==> src/rtl/irq_rt_pkg.sv <==
package irq_rt_pkg;
  localparam int unsigned STRIDE_LSB = 6;

  typedef enum logic [1:0] {
    SZ_B = 2'd0,
    SZ_H = 2'd1,
    SZ_W = 2'd2,
    SZ_D = 2'd3
  } acc_size_e;

  typedef enum logic [1:0] {
    K_NONE   = 2'd0,
    K_MASK   = 2'd1,
    K_MASKED = 2'd2,
    K_RAW    = 2'd3
  } reg_kind_e;
endpackage

==> src/rtl/irq_rt_decode.sv <==
module irq_rt_decode
  import irq_rt_pkg::*;
#(
  parameter int unsigned NUM_CPU = 4,
  parameter int unsigned IDX_W   = 4,
  localparam int unsigned LANE_W = (NUM_CPU > 1) ? $clog2(NUM_CPU) : 1
) (
  input  logic               req_i,
  input  logic               we_i,
  input  logic [1:0]         size_i,
  input  logic [IDX_W-1:0]   idx_i,
  output reg_kind_e          kind_o,
  output logic [LANE_W-1:0]  lane_o,
  output logic               bad_o,
  output logic [NUM_CPU-1:0] mask_we_o
);
  logic [31:0] idx_n;

  always_comb begin
    idx_n  = 32'(idx_i);
    kind_o = K_NONE;
    lane_o = '0;
    if (idx_n < NUM_CPU) begin
      kind_o = K_MASK;
      lane_o = LANE_W'(idx_n);
    end else if (idx_n < 2 * NUM_CPU) begin
      kind_o = K_MASKED;
      lane_o = LANE_W'(idx_n - NUM_CPU);
    end else if (idx_n == 2 * NUM_CPU) begin
      kind_o = K_RAW;
    end
    bad_o = (size_i != SZ_D) || (kind_o == K_NONE) || (we_i && kind_o != K_MASK);
  end

  for (genvar c = 0; c < NUM_CPU; c++) begin : g_we
    assign mask_we_o[c] = req_i && we_i && !bad_o && (kind_o == K_MASK)
                          && (lane_o == LANE_W'(c));
  end
endmodule

==> src/rtl/irq_rt_lane.sv <==
module irq_rt_lane #(
  parameter int unsigned DW = 64
) (
  input  logic          clk_i,
  input  logic          rst_ni,
  input  logic          wr_en_i,
  input  logic [DW-1:0] wdata_i,
  input  logic [DW-1:0] raw_i,
  output logic [DW-1:0] mask_o,
  output logic [DW-1:0] masked_o,
  output logic          irq_o
);
  logic [DW-1:0] mask_q, masked_q, mask_d, masked_d;
  logic          irq_q;

  always_comb begin
    mask_d   = wr_en_i ? wdata_i : mask_q;
    masked_d = mask_d & raw_i;
  end

  always_ff @(posedge clk_i or negedge rst_ni) begin
    if (!rst_ni) begin
      mask_q   <= '0;
      masked_q <= '0;
      irq_q    <= 1'b0;
    end else begin
      mask_q   <= mask_d;
      masked_q <= masked_d;
      irq_q    <= |masked_d;
    end
  end

  assign mask_o   = mask_q;
  assign masked_o = masked_q;
  assign irq_o    = irq_q;
endmodule

==> src/rtl/irq_mask_router.sv <==
module irq_mask_router
  import irq_rt_pkg::*;
#(
  parameter int unsigned NUM_CPU = 4,
  parameter int unsigned DW      = 64,
  parameter int unsigned ADDR_W  = 10,
  localparam int unsigned IDX_W  = ADDR_W - STRIDE_LSB,
  localparam int unsigned LANE_W = (NUM_CPU > 1) ? $clog2(NUM_CPU) : 1
) (
  input  logic               clk_i,
  input  logic               rst_ni,
  input  logic               req_i,
  input  logic               we_i,
  input  logic [1:0]         size_i,
  input  logic [ADDR_W-1:0]  addr_i,
  input  logic [DW-1:0]      wdata_i,
  input  logic [DW-1:0]      raw_irq_i,
  output logic               rvalid_o,
  output logic [DW-1:0]      rdata_o,
  output logic               err_o,
  output logic [NUM_CPU-1:0] dev_irq_o
);
  reg_kind_e          kind;
  logic [LANE_W-1:0]  lane;
  logic               bad;
  logic [NUM_CPU-1:0] mask_we;
  logic [DW-1:0]      raw_q, rd_d;
  logic [DW-1:0]      mask_a   [NUM_CPU];
  logic [DW-1:0]      masked_a [NUM_CPU];
  logic [NUM_CPU*DW-1:0] mask_flat, masked_flat;
  logic               rvalid_q, err_q;
  logic [DW-1:0]      rdata_q;
  logic               unused_lsb;

  assign unused_lsb = ^addr_i[STRIDE_LSB-1:0];

  irq_rt_decode #(.NUM_CPU(NUM_CPU), .IDX_W(IDX_W)) u_dec (
    .req_i     (req_i),
    .we_i      (we_i),
    .size_i    (size_i),
    .idx_i     (addr_i[ADDR_W-1:STRIDE_LSB]),
    .kind_o    (kind),
    .lane_o    (lane),
    .bad_o     (bad),
    .mask_we_o (mask_we)
  );

  for (genvar c = 0; c < NUM_CPU; c++) begin : g_lane
    irq_rt_lane #(.DW(DW)) u_lane (
      .clk_i    (clk_i),
      .rst_ni   (rst_ni),
      .wr_en_i  (mask_we[c]),
      .wdata_i  (wdata_i),
      .raw_i    (raw_irq_i),
      .mask_o   (mask_a[c]),
      .masked_o (masked_a[c]),
      .irq_o    (dev_irq_o[c])
    );
    assign mask_flat[c*DW +: DW]   = mask_a[c];
    assign masked_flat[c*DW +: DW] = masked_a[c];
  end

  always_comb begin
    rd_d = '0;
    if (!we_i && !bad) begin
      unique case (kind)
        K_MASK:   rd_d = mask_a[lane];
        K_MASKED: rd_d = masked_a[lane];
        K_RAW:    rd_d = raw_q;
        default:  rd_d = '0;
      endcase
    end
  end

  always_ff @(posedge clk_i or negedge rst_ni) begin
    if (!rst_ni) begin
      raw_q    <= '0;
      rvalid_q <= 1'b0;
      err_q    <= 1'b0;
      rdata_q  <= '0;
    end else begin
      raw_q    <= raw_irq_i;
      rvalid_q <= req_i;
      err_q    <= req_i && bad;
      rdata_q  <= req_i ? rd_d : '0;
    end
  end

  assign rvalid_o = rvalid_q;
  assign err_o    = err_q;
  assign rdata_o  = rdata_q;
endmodule

==> config.mk <==
export PLATFORM = sky130hd
export DESIGN_NAME = irq_mask_router
export DESIGN_NICKNAME = d
export VERILOG_FILES = /design/src/rtl/irq_rt_pkg.sv /design/src/rtl/irq_rt_decode.sv /design/src/rtl/irq_rt_lane.sv /design/src/rtl/irq_mask_router.sv
export SDC_FILE = /design/constraint.sdc
export NUM_CORES = 1
export LEC_CHECK = 0
export BUFFER_PORTS_ARGS = -buffer_cell sky130_fd_sc_hd__buf_2
export CAP_MARGIN = 5
export CORE_ASPECT_RATIO = 1.25
export CORE_MARGIN = 2
export CORE_UTILIZATION = 40
export DETAILED_ROUTE_END_ITERATION = 6
export GPL_TIMING_DRIVEN = 0
export PLACE_DENSITY = 0.64
export REMOVE_ABC_BUFFERS = 1
export SYNTH_ARGS = -nofsm -noshare
export SYNTH_HDL_FRONTEND = slang
export SYNTH_SLANG_ARGS = --single-unit
==> constraint.sdc <==
create_clock -name clk_i -period 2.2 [get_ports clk_i]
set_input_delay 0.44 -clock clk_i [delete_from_list [all_inputs] [get_ports clk_i]]
set_output_delay 0.44 -clock clk_i [all_outputs]
set_load 0.005 [all_outputs]
# --- After elaboration in Yosys (flattened, before gate mapping) ---
# Index checks and enable logic that the tools add are counted.
op_classes:
  add_sub_neg: 1
  magnitude_cmp: 3
  eq_ne: 9
  n_mux: 18
  bitwise: 5
  n_reduce_logical: 20
op_table:
  columns: ["operator", "count"]
  rows:
  - ["2-to-1 mux 64 bit", 10]
  - ["AND 64 bit", 4]
  - ["binary-select mux 64 bit (select 2 bit)", 2]
  - ["OR reduction 64 bit", 4]
  - ["one-hot mux 64 bit (3 select lines)", 1]
  - ["logical AND 1 bit", 10]
  - ["2-to-1 mux 2 bit", 5]
  - ["== test 2 bit, second input constant", 4]
  - ["== test 2 x 1 -> 1 bit, second input constant", 2]
  - ["== test 4 bit, second input constant", 1]
  - ["zero test 2 bit", 2]
  - ["< comparator 4 x 3 -> 1 bit, second input constant", 1]
  - ["< comparator 4 bit, second input constant", 1]
  - ["greater-or-equal comparator 3 bit, second input constant", 1]
  - ["inverter 2 -> 3 bit", 1]
  - ["zero test 1 bit", 2]
  - ["logical OR 1 bit", 2]
  - ["!= test 2 x 1 -> 1 bit, second input constant", 1]
  - ["!= test 2 bit, second input constant", 1]
  - ["subtractor 2 x 1 -> 2 bit, second input constant", 1]
word_totals:
  regBits: 646
  inputBits: 144
  out_inout_bits: 70
  word_cells: 72

# --- Depth between registers and ports, before layout ---
logic_depth:
  ltp_word: 14
  ltp_mapped: 11
  depth_no_buf: 6

# --- Cells and area by module ---
# Synthesis repeated with hierarchy kept, for this count alone.
unflattened:
  hier_cells: 1893
  hier_area_um2: 27473.8
modules_own_cells:
  columns: ["mod", "instances", "cells_each", "area_per_inst_um2"]
  rows:
  - ["irq_rt_lane", 4, 307, 4860.9]
  - ["irq_mask_router", 1, 647, 7885.1]
  - ["irq_rt_decode", 1, 18, 145.1]

# --- Worst setup path before layout ---
# No wires, ideal clock.
synth_path:
  path_type: "input to register"
  from: "input addr_i[8]"
  to: "register g_lane[0].u_lane.irq_q"
  setup_ns: 0.139
  t_arrival_ns: 2.975
  setup_slack_ns: -0.913
  path_stages: 8
  path_cell_list: "buf_6 -> or2_1 -> buf_2 -> nor4_2 -> mux2_2 -> a2111oi_0 -> nand4b_1 -> or4_1"
synth_between:
  elab_chain_cells: 14
synth_lines:
  columns: ["element", "line_no", "rtl"]
  rows:
  - ["start: declaration", "irq_mask_router.sv:15", "input logic [ADDR_W-1:0] addr_i,"]
  - ["branches (longest 10 deep; another with < comparator 4 bit)", null, null]
  - ["logical AND 1 bit *", "irq_rt_decode.sv:37", "&& (lane_o == LANE_W'(c));"]
  - ["2-to-1 mux 64 bit *", "irq_rt_lane.sv:17", "mask_d = wr_en_i ? wdata_i : mask_q;"]
  - ["named net g_lane[0].u_lane.mask_d[41]", "irq_rt_lane.sv:13", "logic [DW-1:0] mask_q, masked_q, mask_d, masked_d;"]
  - ["AND 64 bit *", "irq_rt_lane.sv:18", "masked_d = mask_d & raw_i;"]
  - ["OR reduction 64 bit *", "irq_rt_lane.sv:29", "irq_q <= |masked_d;"]
  - ["end signal: assignment", "irq_rt_lane.sv:29", null]
  - ["end: declaration", "irq_rt_lane.sv:14", "logic irq_q;"]
# Mark *: on every way through the listed nets, which the timed path passes.

# --- Worst setup path after layout ---
layout_path:
  from: "input addr_i[9]"
  to: "register g_lane[2].u_lane.irq_q"
layout_between:
  elab_chain_cells: 14
layout_lines:
  columns: ["element", "line_no"]
  rows:
  - ["branches (longest 10 deep; another with < comparator 4 bit)", null]
  - ["logical AND 1 bit *", "irq_rt_decode.sv:37"]
  - ["2-to-1 mux 64 bit *", "irq_rt_lane.sv:17"]
  - ["AND 64 bit *", "irq_rt_lane.sv:18"]
  - ["named net g_lane[2].u_lane.masked_d[58]", "irq_rt_lane.sv:13"]
  - ["OR reduction 64 bit *", "irq_rt_lane.sv:29"]
  - ["end signal: assignment", "irq_rt_lane.sv:29"]
  - ["end: declaration", "irq_rt_lane.sv:14"]
# Marks and branches as above.

==> reports/results.tsv <==
stage	metric	value	unit
hold_path	worstHoldPathType	input pin to flop	
grt	grt_first_pass_wirelength	135800	um
synth	yosysUniqueCellTypes	42	
sta	timing.final.ws_setup	-0.6898	ns
setup_path	cp-startpoint	addr_i[9]	
cells_and_area	final_cells	3544	
placement	port_buffers	207	
cells_and_area	final_nets	2689	
sta	max_slew_margin	47.58	%
clock_network	cts.clk_slew.worst_paths	0.06	ns
sta	rsz0062_at_grt	true	
clock_network	numCtsBuffers	66	
floorplanning	std_cell_rows	108	
setup_path	r2r_start	g_lane[0].u_lane.mask_o[19]	
sta	max_freq	346.0	MHz
setup_path	cp-end-kind	flop	
grt	grt_pass1_vias	21092	
power	finalPower	27660	uW
clock_network	clk_path_buf_depth	3	
power	power_density	777.0	nW/um^2
cells_and_area	layout-drive-gt1-share	34.19	%
synth	synthesis.area	27990	um^2
cells_and_area	mostFrequentLayoutCells	dfrtp_1 (646), nand2_1 (281), mux2_2 (247)	
sta	finalCritPeriodShare	131.4	%
cells_and_area	area.growth.synth_to_final	27.16	%
clock_network	root_buffer	clkbuf_16	
grt	track_usage	25.59	%
floorplanning	io_pins	214	
detailed_routing	wl_per_cell	25.96	um
sta	hold_violations	0	
synth	synth_flop_cell	dfrtp_1	
detailed_routing	wirelength	91990	um
hold_path	hold_start	raw_irq_i[51]	
sta	hold-worst-slack	0.03445	ns
floorplanning	coreArea	69320	um^2
synth	synth-adder-area-share	0	%
cells_and_area	final_area	35600	um^2
power	irDropWorstVdd	0.0005966	V
floorplanning	dieArea	72130	um^2
setup_path	crit_type	input pin to flop	
synth	syn_inst	2171	
run_status	violations	setup timing	
placement	dp_cells	3251	
placement	dpl_cell_area	30810	um^2
sta	setup-violations-final	4	
synth	yosys-mux-area-fraction	22.10	%
detailed_routing	drt_iter0_drc	1426	
detailed_routing	detail_route.vias_per_cell	5.620	
floorplanning	start_util	40.38	%
setup_path	required	2.68	ns
sta	fin_crit	2.890	ns
grt	overflow	0	
synth	synth_top_family_by_area	multiplexers	
setup_path	crit_fanout	8	
synth	synth_edf_count	0	
power	p_leak	0.01630	uW
detailed_routing	drc_errors	0	
sta	drv_slew	0	
synth	synthArstFlopShare	100.0	%
detailed_routing	ant_nets	0	
synth	yosysSeqAreaShare	57.75	%
detailed_routing	drtPass1Iterations	7	
clock_network	clk_latency	0.61	ns
grt	antenna_found_initial	24	
run_status	outcome	finished, violations left	
sta	finalClockSkew	0.01706	ns
synth	yosys.area_share.simple	9.422	%
setup_path	crit_arrival	3.37	ns
clock_network	htreeDepth	3	
sta	worst_pin_slew	0.7862	ns
clock_network	cts_tree	built	
synth	synth_area_per_cell	12.89	um^2
placement	place.gp.congestion	0.8171	
setup_path	start_kind	input pin	
clock_network	clkSinkCount	646	
floorplanning	die_h	299.8	um
placement	dp_hpwl	56770	um
grt	grt_max_degree	123	
job	drv_cap	0	
detailed_routing	vias	19917	
cells_and_area	layout_commonest_cell	dfrtp_1	
cells_and_area	n_fill_cell	5826	
synth	synth_compound_area_share	8.233	%
synth	synth-seq-cells	646	
synth	synth_xor_area_share	0	%
floorplanning	die_w	240.6	um
synth	yosysWarnings	0	
[synthesized netlist by cell type, types with 2 or more instances]
| library cell | count | area (um^2) |
|---|---|---|
| buf_4 | 16 | 120.1 |
| a2111oi_0 | 3 | 26.28 |
| mux2i_1 | 213 | 2132 |
| a211oi_1 | 11 | 82.58 |
| and2_1 | 49 | 306.5 |
| clkbuf_1 | 70 | 262.8 |
| or4_1 | 5 | 37.54 |
| a22o_1 | 50 | 437.9 |
| o21ai_0 | 8 | 40.04 |
| o22ai_1 | 9 | 56.30 |
| buf_6 | 7 | 78.83 |
| mux2_2 | 248 | 2793 |
| nand2_1 | 283 | 1062 |
| buf_2 | 28 | 140.1 |
| nand4b_1 | 2 | 17.52 |
| o22a_1 | 50 | 437.9 |
| a22oi_1 | 52 | 390.4 |
| nand4_1 | 13 | 81.33 |
| a221oi_1 | 56 | 490.5 |
| nand2b_1 | 4 | 25.02 |
| nor3_1 | 10 | 50.05 |
| buf_1 | 20 | 75.07 |
| nor2_1 | 77 | 289.0 |
| nor2b_1 | 52 | 325.3 |
| and4_1 | 5 | 43.79 |
| a21oi_1 | 64 | 320.3 |
| mux4_2 | 56 | 1261 |
| dfrtp_1 | 646 | 16170 |
| nor4_1 | 48 | 300.3 |
| nand3_1 | 4 | 20.02 |
[kinds of logic after synthesis]
family | Yosys count
compound gates | 305
buf+inv | 143
flops | 646
mux | 517
simple gates | 560
[through the flow]
step,setup TNS [ns],worst slack (ns),util [%]
after detailed placement,-642.98,-3.086,44.44
after floorplan,-3290.51,-10.01,-
final,-2.580,-0.6898,51.35
after global placement,-,-21.81,42.56
after global routing,-2.654,-0.6880,51.34
after CTS,-2.125,-0.6279,50.42
[final timing paths]
path / slack (ns) / cells past startpoint / to
min in group asynchronous: 0.26 / 2 / g_lane[0].u_lane.mask_o[51]
setup reg to reg: -0.23 / 6 / g_lane[0].u_lane.irq_o
hold reg to reg: 0.52 / 2 / rdata_o[40]
hold / removal: 0.03 / 1 / raw_q[51]
max in group asynchronous: 0.32 / 5 / g_lane[2].u_lane.masked_o[17]
setup / recovery: -0.69 / 14 / g_lane[2].u_lane.irq_o
[timing repair]
| item | in CTS | in global routing |
|---|---|---|
| setup endpoints to repair | 559 | 117 |
| hold endpoints to repair | 65 | 0 |
| gates cloned | 15 | 1 |
| resized for setup | 121 | 43 |
| pin swaps | 36 | 24 |
| buffers inserted | 49 | 47 |
| hold buffers | 51 | 0 |
[routing by layer]
metal | GRT usage [%] | vias up | routed length [um]
met4 | 12.02 | 24 | 4001
met3 | 4.701 | 201 | 5353
met2 | 43.95 | 636 | 46840
li1 | - | 8692 | -
met1 | 31.08 | 10364 | 35660
met5 | 0 | - | 130
[report_power, final]
part / internal (uW) / switching [uW] / total [uW]
combinational: 1400 / 1760 / 3160
sequential: 12600 / 380 / 12900
clock: 6830 / 4740 / 11600
total: 20800 / 6880 / 27700
[flip-flops by register name, indices dropped and copies added, names as in the netlist]
register,cells
rvalid_o,1
g_lane.u_lane.masked_o,256
err_o,1
raw_q,64
g_lane.u_lane.irq_o,4
g_lane.u_lane.mask_o,256
rdata_o,64
[final cells by class]
class	instances	area (um^2)	area share (%)
Timing Repair Buffer	445	4254	11.95
Tap cell	935	1170	3.286
Clock inverter	18	167.7	0.4710
Inverter	1	3.754	0.01054
Antenna cell	12	30.03	0.08436
Multi-Input combinational cell	1385	11740	32.98
Sequential cell	646	16170	45.41
Clock buffer	102	2066	5.803
[critical path, cell delays in order]
cell	delay (ns)
buf_16	0.11
buf_16	0.13
or2_4	0.26
buf_4	0.15
buf_6	0.11
nor3_4	0.22
buf_8	0.18
buf_12	0.12
buf_12	0.13
buf_12	0.13
mux2i_4	0.08
nor4_4	0.39
nand4_1	0.33
or4_1	0.54
No activity file was read; power rests on OpenSTA's default activity.
